===== src/rtl/bounce_lock_pkg.sv =====
package bounce_lock_pkg;

  typedef enum logic {
    ST_ARMED = 1'b0,
    ST_LOCK  = 1'b1
  } lockState_t;

  typedef struct packed {
    logic takeEdge;   // copy synchronized level to output
    logic cntClear;   // restart the lockout counter
    logic cntRun;     // advance the lockout counter
  } lockStrobes_t;

endpackage


===== src/rtl/bounce_sync_chain.sv =====
module bounce_sync_chain #(
  parameter int STAGES = 2
) (
  input  logic clk,
  input  logic asyncIn,
  output logic syncOut
);
  localparam int DEPTH = (STAGES < 2) ? 2 : STAGES;

  logic [DEPTH-1:0] stageReg;

  // Plain shift chain; no reset so the settled level survives reset.
  always_ff @(posedge clk) begin
    stageReg <= {stageReg[DEPTH-2:0], asyncIn};
  end

  assign syncOut = stageReg[DEPTH-1];
endmodule


===== src/rtl/bounce_lock_datapath.sv =====
module bounce_lock_datapath
  import bounce_lock_pkg::*;
#(
  parameter int HOLD_CYCLES = 16,
  parameter bit EMIT_PULSES = 1'b1
) (
  input  logic         clk,
  input  logic         rst,
  input  logic         syncLevel,
  input  lockStrobes_t strobes,
  output logic         changeSeen,
  output logic         holdDone,
  output logic         cleanOut,
  output logic         riseStrobe,
  output logic         fallStrobe
);
  localparam int CNT_W = (HOLD_CYCLES > 1) ? $clog2(HOLD_CYCLES) : 1;
  localparam logic [CNT_W-1:0] CNT_LAST = CNT_W'(HOLD_CYCLES - 1);

  logic [CNT_W-1:0] holdCnt;
  logic             outReg;

  // Lockout counter: cleared on an edge, saturates at its last value.
  always_ff @(posedge clk) begin
    if (rst) begin
      holdCnt <= '0;
    end else if (strobes.cntClear) begin
      holdCnt <= '0;
    end else if (strobes.cntRun && (holdCnt != CNT_LAST)) begin
      holdCnt <= holdCnt + CNT_W'(1);
    end
  end

  // Output level: tracks the input during reset so no false edge appears.
  always_ff @(posedge clk) begin
    if (rst) begin
      outReg <= syncLevel;
    end else if (strobes.takeEdge) begin
      outReg <= syncLevel;
    end
  end

  assign changeSeen = (syncLevel != outReg);
  assign holdDone   = (holdCnt == CNT_LAST);
  assign cleanOut   = outReg;

  generate
    if (EMIT_PULSES) begin : g_pulses
      logic riseReg, fallReg;
      always_ff @(posedge clk) begin
        if (rst) begin
          riseReg <= 1'b0;
          fallReg <= 1'b0;
        end else begin
          riseReg <= strobes.takeEdge &  syncLevel;
          fallReg <= strobes.takeEdge & ~syncLevel;
        end
      end
      assign riseStrobe = riseReg;
      assign fallStrobe = fallReg;
    end else begin : g_noPulses
      assign riseStrobe = 1'b0;
      assign fallStrobe = 1'b0;
    end
  endgenerate

  assert_cnt_bound_R3: assert property (@(posedge clk) disable iff (rst)
    holdCnt <= CNT_LAST);

  assert_strobe_excl_R6: assert property (@(posedge clk) disable iff (rst)
    !(riseStrobe && fallStrobe));

  assert_rise_match_R6: assert property (@(posedge clk) disable iff (rst)
    riseStrobe |-> (cleanOut && !$past(cleanOut)));

  assert_fall_match_R6: assert property (@(posedge clk) disable iff (rst)
    fallStrobe |-> (!cleanOut && $past(cleanOut)));
endmodule


===== src/rtl/bounce_lock_ctrl.sv =====
module bounce_lock_ctrl
  import bounce_lock_pkg::*;
(
  input  logic         clk,
  input  logic         rst,
  input  logic         changeSeen,
  input  logic         holdDone,
  output lockStrobes_t strobes,
  output logic         lockActive
);
  lockState_t state, stateNext;

  always_comb begin
    stateNext = state;
    strobes   = '0;
    unique case (state)
      ST_ARMED: begin
        if (changeSeen) begin
          strobes.takeEdge = 1'b1;
          strobes.cntClear = 1'b1;
          stateNext        = ST_LOCK;
        end
      end
      ST_LOCK: begin
        strobes.cntRun = 1'b1;
        if (holdDone) stateNext = ST_ARMED;
      end
      default: stateNext = ST_ARMED;
    endcase
  end

  always_ff @(posedge clk) begin
    if (rst) state <= ST_ARMED;
    else     state <= stateNext;
  end

  assign lockActive = (state == ST_LOCK);

  assert_no_edge_in_lock_R3: assert property (@(posedge clk) disable iff (rst)
    (state == ST_LOCK) |-> !strobes.takeEdge);
endmodule


===== src/rtl/bounce_lock_top.sv =====
module bounce_lock_top
  import bounce_lock_pkg::*;
#(
  parameter int SYNC_STAGES = 2,
  parameter int HOLD_CYCLES = 16,
  parameter bit EMIT_PULSES = 1'b1
) (
  input  logic clk,
  input  logic rst,
  input  logic rawIn,
  output logic cleanOut,
  output logic riseStrobe,
  output logic fallStrobe
);
  logic         syncLevel;
  logic         changeSeen;
  logic         holdDone;
  logic         lockActive;
  lockStrobes_t strobes;

  bounce_sync_chain #(.STAGES(SYNC_STAGES)) i_sync (
    .clk     (clk),
    .asyncIn (rawIn),
    .syncOut (syncLevel)
  );

  bounce_lock_ctrl i_ctrl (
    .clk        (clk),
    .rst        (rst),
    .changeSeen (changeSeen),
    .holdDone   (holdDone),
    .strobes    (strobes),
    .lockActive (lockActive)
  );

  bounce_lock_datapath #(
    .HOLD_CYCLES (HOLD_CYCLES),
    .EMIT_PULSES (EMIT_PULSES)
  ) i_dp (
    .clk        (clk),
    .rst        (rst),
    .syncLevel  (syncLevel),
    .strobes    (strobes),
    .changeSeen (changeSeen),
    .holdDone   (holdDone),
    .cleanOut   (cleanOut),
    .riseStrobe (riseStrobe),
    .fallStrobe (fallStrobe)
  );

  assert_lock_hold_R3: assert property (@(posedge clk) disable iff (rst)
    lockActive |=> $stable(cleanOut));

  assert_rearm_take_R4: assert property (@(posedge clk) disable iff (rst)
    ($fell(lockActive) && changeSeen) |=> (cleanOut != $past(cleanOut)));

  assert_reset_quiet_R1: assert property (@(posedge clk)
    rst |=> (!riseStrobe && !fallStrobe));
endmodule


===== config.mk =====
export PLATFORM = sky130hd
export DESIGN_NAME = bounce_lock_top
export DESIGN_NICKNAME = d
export VERILOG_FILES = /design/src/rtl/bounce_lock_pkg.sv /design/src/rtl/bounce_sync_chain.sv /design/src/rtl/bounce_lock_datapath.sv /design/src/rtl/bounce_lock_ctrl.sv /design/src/rtl/bounce_lock_top.sv
export SDC_FILE = /design/constraint.sdc
export NUM_CORES = 1
export LEC_CHECK = 0
export ABC_AREA = 1
export ABC_CLOCK_PERIOD_IN_PS = 1500
export BUFFER_PORTS_ARGS = -buffer_cell sky130_fd_sc_hd__buf_2
export CORE_AREA = 4 4 41 43
export DETAILED_ROUTE_END_ITERATION = 16
export DIE_AREA = 0 0 45 47
export SLEW_MARGIN = 20
export SYNTH_ARGS = -nofsm -noshare
export SYNTH_HDL_FRONTEND = slang
export SYNTH_SLANG_ARGS = --single-unit

===== constraint.sdc =====
create_clock -name clk -period 1.5 [get_ports clk]
set_input_delay 0.225 -clock clk [delete_from_list [all_inputs] [get_ports clk]]
set_output_delay 0.225 -clock clk [all_outputs]
set_load 0.005 [all_outputs]

==> flow_summary_export.csv <==
group,metric,value,unit
clock_network,cts_made_buffers,3,
synth,synth_cell_types,15,
placement,portBuffers,5,
worst_setup_path,crit_path_frequent_cell,"nor2_1",
floorplan,die_h,47,um
clock_network,cts_tree,"yes",
clock_network,clockBufferDepth,2,
pwr,peakVddDrop,0.5946,mV
global_routing,use_met1,8.276,%
drt,drcViolationCount,0,
worst_setup_path,r2r_start,"i_dp.holdCnt[0]",
sta,skew,0.005914,ns
synth,synthCells,47,
clock_network,clock_sinks,10,
finish,layout-drive-gt1-share,30.36,%
worst_setup_path,end_kind,"register",
floorplan,num_rows,13,
clock_network,cts_hold_buf,0,
drt,vias,301,
finish,num_antenna_cells,0,
sta,drv_slew,0,
clock_network,cts-htree-levels,1,
worst_setup_path,r2r_slack,0.34,ns
floorplan,die_width,45,um
sta,fmax,863.6,MHz
worst_hold_path,worstHoldPathCells,1,
sta,holdWs,0.05894,ns
worst_setup_path,max_stage_delay,0.38,ns
pwr,pwr-share-comb,9.0,%
finish,syn2layout_area_growth,20.13,%
global_routing,grt_max_degree,7,
finish,layout_commonest_cell,"nand2_1",
placement,dpl_cell_area,441.7,um^2
worst_hold_path,hold_end,"i_sync.stageReg[0]",
global_routing,busiest_layer,"met4",
floorplan,io_pins,6,
pwr,power_density,1241,mW/mm^2
sta,period_minus_slack,1.158,ns
pwr,netSwitchingFraction,23.70,%
pwr,power.leakage,0.0002040,uW
pwr,seq_power_share,49.9,%
global_routing,grt_first_pass_wirelength,1090,um
pwr,p_switching,140.6,uW
sta,setup_tns,0,ns
global_routing,antenna_found_initial,0,
global_routing,grt_use_met2,10.17,%
status,run_status,"complete, no violations",
synth,synth.yosys.seq_area_share,52.83,%
clock_network,cts_setup_buffers,0,
floorplan,start_util,30.58,%
worst_setup_path,criticalPathCategory,"register to register",
worst_setup_path,critPathSlowestCell,"dfxtp_1",
global_routing,use_met3,5.747,%
finish,final_util,36.73,%
pwr,clkPwrFrac,41.1,%
worst_setup_path,crit_path_max_fanout,5,
clock_network,cts_resized,0,
sta,fin_crit_sh,77.20,%
synth,yosys_warnings,0,
synth,synth_area_per_cell,8.466,um^2
sta,worst_slew_pin_slew,0.2063,ns
drt,ant_nets,0,
sta,setup_viol,0,
drt,routed_wl,617,um
sta,hold_viol_final,0,
drt,first_pass_iters,4,
floorplan,core,0.001301,mm^2
worst_setup_path,r2r_cells,6,
placement,gp_congestion,0.7517,
drt,viasPerCell,4.239,
worst_setup_path,crit_chain,"ha_1 -> nand3_1 -> nand2_1 -> nor2_1 -> nor2_1 -> nor2_1",
drt,dr.first_iter.drc_count,13,
global_routing,groute.usage.overall,8.565,%
global_routing,grt_pass1_vias,263,
synth,netlist_area,397.9,um^2
worst_setup_path,arrival,1.33,ns
clock_network,root_buffer,"clkbuf_4",
global_routing,grt_remaining_overflow,0,
worst_hold_path,min_path_type,"input pin to register",
finish,mostFrequentLayoutCells,"nand2_1 (12), dfxtp_1 (9), nor2_1 (8)",
drt,routedWlPerCell,8.690,um
finish,layout.nets,61,
worst_setup_path,startpoint_type,"register",
sta,slew-limit-headroom,86.23,%
placement,hpwl,461.9,um
synth,synth_seq_cells,10,
synth,syn_nets,51,
finish,stdcell_area,478.0,um^2
worst_setup_path,worst-endpoint-required,1.67,ns
clock_network,clock_latency,0.27,ns
sta,rsz0062_at_grt,"false",
pwr,power.internal,452.7,uW
worst_hold_path,min-delay-start,"rawIn",
clock_network,clkSlewWorstSetupHoldPaths,0.07,ns
floorplan,die_area,0.002115,mm^2
worst_setup_path,reg2reg_to,"i_dp.holdCnt[3]",
run,cap_violations,0,
[final cells by class]
type / instances / area, um^2
fillers: 138 / 823.3
multi-input cells: 33 / 172.7
inverters: 4 / 15.01
well taps: 15 / 18.77
flip-flops and latches: 10 / 210.2
clock buffers: 4 / 36.28
repair buffers: 5 / 25.02
[power by group through the flow]
stage,sequential (uW),clock (uW),combinational [uW]
after floorplan,301,0,38.8
after global placement,302,0,54.3
after detailed placement,303,0,53.8
after CTS,297,250,53.9
after global routing,299,272,60.3
final,296,244,53.2
[per-stage QoR]
stage	cells	setup WS (ns)	total power [uW]
after floorplan	47	0.4041	340.2
final	71	0.3420	593.4
after CTS	71	0.3460	601.0
after global routing	71	0.1870	631.8
after detailed placement	67	0.3575	356.5
after global placement	67	0.3734	356.4
[cells by family after synthesis]
| group | after synthesis | share of synthesized area [%] |
|---|---|---|
| AOI/OAI and AO/OA | 3 | 5.660 |
| and+or+nand+nor | 29 | 34.59 |
| buffers and inverters | 4 | 3.775 |
| adders and majority gates | 1 | 3.144 |
| DFF | 10 | 52.83 |
[critical path: cells and delay by family, from the launching register on]
family                   cells  cell delay (ns)
AND/OR/NAND/NOR              5             0.48
flip-flops                   1             0.38
adder cells (fa/ha/maj)      1             0.21
[cells in the mapped netlist]
master | count | area, um^2
dfxtp_1 | 9 | 180.2
inv_2 | 2 | 7.510
nor3_2 | 1 | 10.01
nand3b_1 | 1 | 7.510
nand3_1 | 3 | 15.01
nand4_1 | 1 | 6.260
nand2_4 | 1 | 11.26
nand2_1 | 12 | 45.04
edfxtp_1 | 1 | 30.03
a21oi_2 | 2 | 17.52
inv_1 | 2 | 7.510
nor2_1 | 8 | 30.03
ha_1 | 1 | 12.51
a21oi_1 | 1 | 5.000
nor2_2 | 2 | 12.51
[routing by layer]
metal | part of all wire, % | up-vias
li1 | - | 167
met1 | 49 | 127
met2 | 41 | 5
met3 | 6.2 | 2
met4 | 2.8 | 0
met5 | 0 | -
[state kept, by name, indices dropped and copies added, names as in the netlist]
name / flops
i_dp.cleanOut: 1
i_dp.holdCnt: 4
i_dp.fallStrobe: 1
i_sync.stageReg: 2
i_ctrl.lockActive: 1
i_dp.riseStrobe: 1
[worst max path at each step]
stage	startpoint	to	cells after the start
2_1_floorplan	i_dp.cleanOut	i_dp.cleanOut	5
3_3_place_gp	i_dp.cleanOut	i_dp.cleanOut	5
3_5_place_dp	i_dp.holdCnt[0]	i_dp.holdCnt[3]	6
4_1_cts	i_dp.holdCnt[0]	i_dp.holdCnt[3]	6
5_1_grt	i_dp.holdCnt[0]	i_dp.holdCnt[3]	6
6_report	i_dp.holdCnt[0]	i_dp.holdCnt[3]	6
(Power assumes the default switching activity.)
